File: src/rtl/cintc_pkg.sv
package cintc_pkg;

   localparam int unsigned BUS_W  = 32;
   localparam int unsigned ADDR_W = 8;

   localparam logic [ADDR_W-1:0] A_PEND    = 8'h00;
   localparam logic [ADDR_W-1:0] A_FAST    = 8'h04;
   localparam logic [ADDR_W-1:0] A_MASK    = 8'h08;
   localparam logic [ADDR_W-1:0] A_CUR     = 8'h10;
   localparam logic [ADDR_W-1:0] A_SUBPEND = 8'h18;
   localparam logic [ADDR_W-1:0] A_SUBMASK = 8'h1C;

   // Fixed fold of sub-source index onto a primary parent bit; -1 = none.
   function automatic int group_parent(input int idx);
      if (idx >= 0 && idx <= 2)       return 28;
      else if (idx >= 3 && idx <= 5)  return 23;
      else if (idx >= 6 && idx <= 8)  return 15;
      else if (idx >= 9 && idx <= 10) return 31;
      else                            return -1;
   endfunction

   // Sub-sources (below n) that fold into primary bit p.
   function automatic logic [31:0] members_of(input int p, input int n);
      logic [31:0] r;
      r = '0;
      for (int j = 0; j < 32; j++)
         if (j < n && group_parent(j) == p) r[j] = 1'b1;
      return r;
   endfunction

   // Primary bits that are parents of at least one sub-source below n.
   function automatic logic [31:0] parent_mask(input int n);
      logic [31:0] r;
      r = '0;
      for (int j = 0; j < 32; j++)
         if (j < n && group_parent(j) >= 0) r[group_parent(j)] = 1'b1;
      return r;
   endfunction

   function automatic logic [31:0] lowest_bit(input logic [31:0] v);
      return v & (~v + 32'd1);
   endfunction

endpackage

File: src/rtl/cintc_pend_bank.sv
module cintc_pend_bank #(
   parameter int unsigned W     = 32,
   parameter logic [31:0] LEVEL = '0,
   parameter logic [31:0] RSVD  = '0
) (
   input  logic         clk,
   input  logic         rst_n,
   input  logic [W-1:0] line_i,
   input  logic [W-1:0] clr_i,
   output logic [W-1:0] pend_o
);

   if (W > 32) begin : g_bad_w
      $error("cintc_pend_bank: W must not exceed 32");
   end

   for (genvar i = 0; i < W; i++) begin : g_bit
      if (RSVD[i]) begin : g_rsvd
         assign pend_o[i] = 1'b0;
      end else if (LEVEL[i]) begin : g_level
         logic q;
         // Clear wins in its own cycle; a live line sets the bit again next edge.
         always_ff @(posedge clk) begin
            if (!rst_n)         q <= 1'b0;
            else if (clr_i[i])  q <= 1'b0;
            else if (line_i[i]) q <= 1'b1;
         end
         assign pend_o[i] = q;
      end else begin : g_edge
         logic q;
         logic prev;
         // A rising edge is never lost, even against a clear in the same cycle.
         always_ff @(posedge clk) begin
            if (!rst_n) begin
               q    <= 1'b0;
               prev <= 1'b0;
            end else begin
               prev <= line_i[i];
               q    <= (line_i[i] & ~prev) | (q & ~clr_i[i]);
            end
         end
         assign pend_o[i] = q;
      end
   end

   logic unused_rsvd;
   assign unused_rsvd = ^{line_i & RSVD[W-1:0], clr_i & RSVD[W-1:0]};

endmodule

File: src/rtl/cintc_prio_pick.sv
module cintc_prio_pick #(
   parameter int unsigned W = 32
) (
   input  logic [W-1:0] req_i,
   output logic [W-1:0] grant_o
);

   logic [W:0] seen;
   assign seen[0] = 1'b0;

   for (genvar i = 0; i < W; i++) begin : g_chain
      assign grant_o[i]  = req_i[i] & ~seen[i];
      assign seen[i+1]   = seen[i] | req_i[i];
   end

endmodule

File: src/rtl/cintc_top.sv
module cintc_top
   import cintc_pkg::*;
#(
   parameter int unsigned NUM_SRC   = 32,
   parameter int unsigned NUM_SUB   = 29,
   parameter logic [31:0] SRC_LEVEL = 32'h9080_8030,
   parameter logic [31:0] SRC_RSVD  = 32'h0100_0040,
   parameter logic [31:0] SUB_LEVEL = 32'h0000_01FF
) (
   input  logic               clk,
   input  logic               rst_n,
   input  logic [NUM_SRC-1:0] src_i,
   input  logic [NUM_SUB-1:0] sub_i,
   input  logic               bus_sel,
   input  logic               bus_wr,
   input  logic [ADDR_W-1:0]  bus_addr,
   input  logic [BUS_W-1:0]   bus_wdata,
   output logic [BUS_W-1:0]   bus_rdata,
   output logic               irq_o,
   output logic               fiq_o
);

   localparam logic [31:0] PARENT_MASK = parent_mask(int'(NUM_SUB));
   localparam logic [31:0] SRC_LVL_EFF = SRC_LEVEL | PARENT_MASK;

   if (NUM_SRC != BUS_W) begin : g_bad_src
      $error("cintc_top: NUM_SRC must equal the bus width for the fixed parent map");
   end
   if (NUM_SUB < 11 || NUM_SUB > BUS_W) begin : g_bad_sub
      $error("cintc_top: NUM_SUB must cover sub-sources 0..10 and fit the bus");
   end
   if ((SRC_RSVD & PARENT_MASK) != '0) begin : g_bad_rsvd
      $error("cintc_top: a parent bit cannot be reserved");
   end

   // ---------------- register port decode ----------------
   logic wr_en, wr_pend, wr_fast, wr_mask, wr_cur, wr_subpend, wr_submask;
   assign wr_en      = bus_sel & bus_wr;
   assign wr_pend    = wr_en && (bus_addr == A_PEND);
   assign wr_fast    = wr_en && (bus_addr == A_FAST);
   assign wr_mask    = wr_en && (bus_addr == A_MASK);
   assign wr_cur     = wr_en && (bus_addr == A_CUR);
   assign wr_subpend = wr_en && (bus_addr == A_SUBPEND);
   assign wr_submask = wr_en && (bus_addr == A_SUBMASK);

   // ---------------- sub-source level ----------------
   logic [NUM_SUB-1:0] sub_pend, smask_q, sub_act, sub_clr;
   assign sub_clr = wr_subpend ? bus_wdata[NUM_SUB-1:0] : '0;

   cintc_pend_bank #(
      .W     (NUM_SUB),
      .LEVEL (SUB_LEVEL),
      .RSVD  ('0)
   ) u_sub_bank (
      .clk    (clk),
      .rst_n  (rst_n),
      .line_i (sub_i),
      .clr_i  (sub_clr),
      .pend_o (sub_pend)
   );

   always_ff @(posedge clk) begin
      if (!rst_n)          smask_q <= '1;
      else if (wr_submask) smask_q <= bus_wdata[NUM_SUB-1:0];
   end

   assign sub_act = sub_pend & ~smask_q;

   // ---------------- primary request lines ----------------
   logic [NUM_SRC-1:0] prim_line;
   for (genvar i = 0; i < NUM_SRC; i++) begin : g_line
      localparam logic [NUM_SUB-1:0] MEMB = NUM_SUB'(members_of(i, int'(NUM_SUB)));
      if (MEMB != '0) begin : g_parent
         assign prim_line[i] = |(sub_act & MEMB);
      end else begin : g_direct
         assign prim_line[i] = src_i[i];
      end
   end

   logic unused_src;
   assign unused_src = ^(src_i & PARENT_MASK[NUM_SRC-1:0]);

   // ---------------- primary pending ----------------
   logic [NUM_SRC-1:0] pend_q, prim_clr;
   assign prim_clr = wr_pend ? bus_wdata[NUM_SRC-1:0] : '0;

   cintc_pend_bank #(
      .W     (NUM_SRC),
      .LEVEL (SRC_LVL_EFF),
      .RSVD  (SRC_RSVD)
   ) u_src_bank (
      .clk    (clk),
      .rst_n  (rst_n),
      .line_i (prim_line),
      .clr_i  (prim_clr),
      .pend_o (pend_q)
   );

   // ---------------- mask and fast route ----------------
   logic [NUM_SRC-1:0] mask_q, fast_q;
   logic [BUS_W-1:0]   fast_pick;
   assign fast_pick = lowest_bit(bus_wdata);

   always_ff @(posedge clk) begin
      if (!rst_n) begin
         mask_q <= '1;
         fast_q <= '0;
      end else begin
         if (wr_mask) mask_q <= bus_wdata[NUM_SRC-1:0];
         if (wr_fast) fast_q <= fast_pick[NUM_SRC-1:0];
      end
   end

   // ---------------- serving register ----------------
   logic [NUM_SRC-1:0] cand, pick, cur_q;
   assign cand = pend_q & ~mask_q & ~fast_q;

   cintc_prio_pick #(.W(NUM_SRC)) u_pick (
      .req_i   (cand),
      .grant_o (pick)
   );

   always_ff @(posedge clk) begin
      if (!rst_n)            cur_q <= '0;
      else if (wr_cur)       cur_q <= cur_q & ~bus_wdata[NUM_SRC-1:0];
      else if (cur_q == '0)  cur_q <= pick;
   end

   // ---------------- outputs ----------------
   assign irq_o = |cur_q;
   assign fiq_o = |(pend_q & fast_q);

   always_comb begin
      case (bus_addr)
         A_PEND:    bus_rdata = BUS_W'(pend_q);
         A_FAST:    bus_rdata = BUS_W'(fast_q);
         A_MASK:    bus_rdata = BUS_W'(mask_q);
         A_CUR:     bus_rdata = BUS_W'(cur_q);
         A_SUBPEND: bus_rdata = BUS_W'(sub_pend);
         A_SUBMASK: bus_rdata = BUS_W'(smask_q);
         default:   bus_rdata = '0;
      endcase
   end

endmodule

File: config.mk
export PLATFORM = sky130hd
export DESIGN_NAME = cintc_top
export DESIGN_NICKNAME = d
export VERILOG_FILES = /design/src/rtl/cintc_pkg.sv /design/src/rtl/cintc_pend_bank.sv /design/src/rtl/cintc_prio_pick.sv /design/src/rtl/cintc_top.sv
export SDC_FILE = /design/constraint.sdc
export NUM_CORES = 1
export LEC_CHECK = 0
export BUFFER_PORTS_ARGS = -buffer_cell sky130_fd_sc_hd__buf_2
export CAP_MARGIN = 20
export CORE_MARGIN = 2
export CORE_UTILIZATION = 35
export CTS_CLUSTER_DIAMETER = 30
export DETAILED_ROUTE_END_ITERATION = 7
export PLACE_DENSITY = 0.56
export RECOVER_POWER = 100
export SYNTH_ARGS = -nofsm -noshare
export SYNTH_HDL_FRONTEND = slang
export SYNTH_SLANG_ARGS = --single-unit
File: constraint.sdc
create_clock -name clk -period 6.4 [get_ports clk]
set_clock_uncertainty 0.1 [all_clocks]
set_input_delay 1.92 -clock clk [delete_from_list [all_inputs] [get_ports clk]]
set_output_delay 1.92 -clock clk [all_outputs]
set_load 0.03 [all_outputs]
==> impl_results.md <==
* Global Route Usage Sum at 21.9%
* Cts hold-fix bufs at 0
* Post-synthesis cell area at 10200 um2
* Peak supply drop at 0.243 mV
* Inst Count DP at 1690
* Crit path largest cell delay at 0.75 ns
* Slew headroom at -83.7%
* Synth area leader: dfxtp_1
* Mean post-synth cell area at 8.17 um2
* Starting Density at 35.5%
* Register Area at 4560 um2
* Antenna cells at 0
* H-tree depth at 2
* Initial DRC Count at 940
* Share of layout cells above drive strength 1 at 17.5%
* Tmin final at 6.10 ns
* Height of the die at 174 um
* Worst-path maximum fanout at 15
* RSZ-0062 raised after global routing: false
* R2R depth at 5
* Clock power frac at 64.1%
* P_leak at 5.26 nW
* Worst Hold Path Cells at 2
* Die width at 174 um
* DR vias at 9649
* Multi-input gate area at 5160 um2
* Vias in the first global route at 9143
* GP Congestion at 0.851
* EDFF count, synth at 0
* Post CTS Setup Buffer Count at 0
* Pre-CTS setup slack at 0.487 ns
* Final WS setup at 0.297 ns
* Largest net degree at the start of global routing at 85
* Post-synth ARST share at 0%
* Sequential fraction of the synthesis area at 44.9%
* Maxcap violations at 3
* Final ANT Viol Nets at 0
* Register bit total from synthesis at 228
* P per Cell Area at 357 nW/um2
* Final wirelength at 34.0 mm
* Top FF cell, synth: dfxtp_1
* Antenna violations before repair at 0
* Combinational share of power at 3.7%
* Post-synthesis cell type count at 59
* Worst setup SP type: input pin
* Top cells by area, synth: dfxtp_1 (45%), nand2_1 (10%), nor2b_1 (6.0%), nand3_1 (5.3%), a22oi_1 (4.1%)
* Critical path class: input pin to output pin
* WL/cell at 19.0 um
* Resize count post-CTS at 0
* Die area at 30400 um2
* Int Pwr at 3.69 mW
* Syn_nets at 1350
* Root buffer cell: clkbuf_16
* TritonRoute pass-1 iters at 6
* Switch Pwr at 976 uW
* Sequence of cells on the critical path: clkbuf_1, or4b_1, nor2_1, clkbuf_2, a222oi_1, nand3_1, clkbuf_1
* Clk sinks at 228
* Worst-Skew Late Latency at 0.54 ns
* Hold Path Class: flop to flop
* I/O pin cnt at 139
* Final net count at 1468
* Req. time, crit path at 4.38 ns
* Grt ovf at 0
* Period Utilization, post-route at 95.4%
* Std cell rows at 62
* I/O Buffers at 132
* Failing checks: capacitance limit, slew limit
* Critical-path top delay cell: or4b_1
* Core area at 28600 um2
* Reg power frac at 32.2%
* Synth Instances at 1245
* Fmax at 0.164 GHz
* First-pass GRT wire length at 52.8 mm
* Top-area cell type share of the netlist area at 44.9%
* Overall Power at 4.67 mW
* WP data arrival at 4.08 ns
* Post-route insts no fill at 1789
* Max clock buf depth at 3
* Fin Hold WS at 0.349 ns
* Slew Limit Fails at 84
* CTS Buf Count at 55
* CTS tree: built
* HPWL after DPL at 22.0 mm
* Via density at 5.39
* CTS clk-pin slew, worst paths at 0.04 ns
* Fillers at 2777
* Synth warn at 0
* Setup_tns at 0 ns
* DRC at 0
* Most frequent CP cell: clkbuf_1
* Switching fraction of total power at 20.9%
* Worst-Margin Slew at 2.75 ns
* Fin. Hold Viols at 0
* Status: finished with violations
* Syn-to-layout area delta at 28.5%
* Final setup violation count at 0
* Worst setup EP type: output pin
==> metrics by stage <==
step / util [%] / cell area, um2
3_3_place_gp: 39.0 / 11100
2_1_floorplan: - / 10200
4_1_cts: 46.0 / 13200
3_5_place_dp: 39.0 / 11100
5_1_grt: 45.7 / 13100
6_report: 45.7 / 13100
==> layer usage <==
layer  vias up  share of wire, %  track usage (%)
met5         -                 0                0
met4         0               2.2             7.63
met3        58               7.4             4.11
met2       390                45             34.0
met1      4546                46             30.6
li1       4655                 -                -
==> power by group through the flow <==
stage          registers, mW  clock network (mW)  logic [mW]
2_1_floorplan           1.51                   0       0.103
3_3_place_gp            1.53                   0       0.170
3_5_place_dp            1.53                   0       0.173
4_1_cts                 1.50                3.02       0.174
5_1_grt                 1.50                3.11       0.191
6_report                1.50                2.99       0.172
==> flip-flops by register name (all words and copies together), names as in the netlist <==
| name | count |
|---|---|
| cur_q | 32 |
| fast_q | 32 |
| mask_q | 32 |
| smask_q | 29 |
| u_src_bank.g_bit.g_edge.prev | 24 |
| u_src_bank.g_bit.g_edge.q | 24 |
| u_src_bank.g_bit.g_level.q | 6 |
| u_sub_bank.g_bit.g_edge.prev | 20 |
| u_sub_bank.g_bit.g_edge.q | 20 |
| u_sub_bank.g_bit.g_level.q | 9 |
==> cells in the final DEF (no fill, tap or decap), types with 6 or more instances in the layout <==
| cell type | n |
|---|---|
| a222oi_1 | 26 |
| buf_4 | 10 |
| o21ai_0 | 42 |
| clkinvlp_4 | 6 |
| nor3b_1 | 17 |
| nand3b_1 | 6 |
| nor4_1 | 14 |
| and2_0 | 13 |
| or3b_2 | 11 |
| nand2_1 | 279 |
| buf_2 | 104 |
| bufinv_16 | 11 |
| clkbuf_1 | 33 |
| clkinv_2 | 10 |
| o211ai_1 | 7 |
| clkbuf_8 | 10 |
| o2111ai_1 | 12 |
| a21boi_0 | 18 |
| a21oi_1 | 66 |
| inv_1 | 13 |
| nand4_1 | 12 |
| a22oi_1 | 56 |
| o22ai_1 | 6 |
| nand3_1 | 107 |
| o31ai_1 | 6 |
| nor2b_1 | 97 |
| nand4b_1 | 7 |
| dfxtp_1 | 228 |
| clkbuf_16 | 57 |
| and2_1 | 34 |
| nor2_1 | 26 |
==> final cells by class <==
cell class	instances	share of cell area [%]
sequential	228	34.9
inverter	14	0.402
multi-input combinational	915	39.5
clock inverter	28	3.32
tap	384	3.68
clock buffer	71	12.1
timing repair buffer	149	6.08
==> final timing paths <==
kind / slack [ns] / endpoint / startpoint
worst min register to register: 0.35 / cur_q[6]$_SDFFE_PN0P_ / cur_q[6]$_SDFFE_PN0P_
worst min-delay path: 0.35 / cur_q[6]$_SDFFE_PN0P_ / cur_q[6]$_SDFFE_PN0P_
worst max register to register: 2.53 / cur_q[19]$_SDFFE_PN0P_ / cur_q[30]$_SDFFE_PN0P_
worst max-delay path: 0.30 / bus_rdata[26] / bus_addr[7]
==> Yosys cell counts, types with 17 or more instances <==
library cell	instances
a21boi_0	17
a21oi_1	66
a222oi_1	26
a22oi_1	56
and2_1	45
buf_2	28
clkbuf_1	52
dfxtp_1	228
nand2_1	280
nand3_1	107
nor2_1	27
nor2b_1	97
nor3b_1	17
o21ai_0	27
==> cells by family after synthesis <==
kind of cell / synth area share [%]
AO/OA/AOI/OAI: 16.9
buffers and inverters: 4.38
flip-flops: 44.9
AND/OR/NAND/NOR: 33.9
==> critical path: cells and delay by family <==
kind                   cells  cell delay [ns]
and+or+nand+nor            3             1.10
buffers and inverters      3             0.87
AOI/OAI and AO/OA          1             0.20
Note: power is estimated with default switching activity, not from simulation.
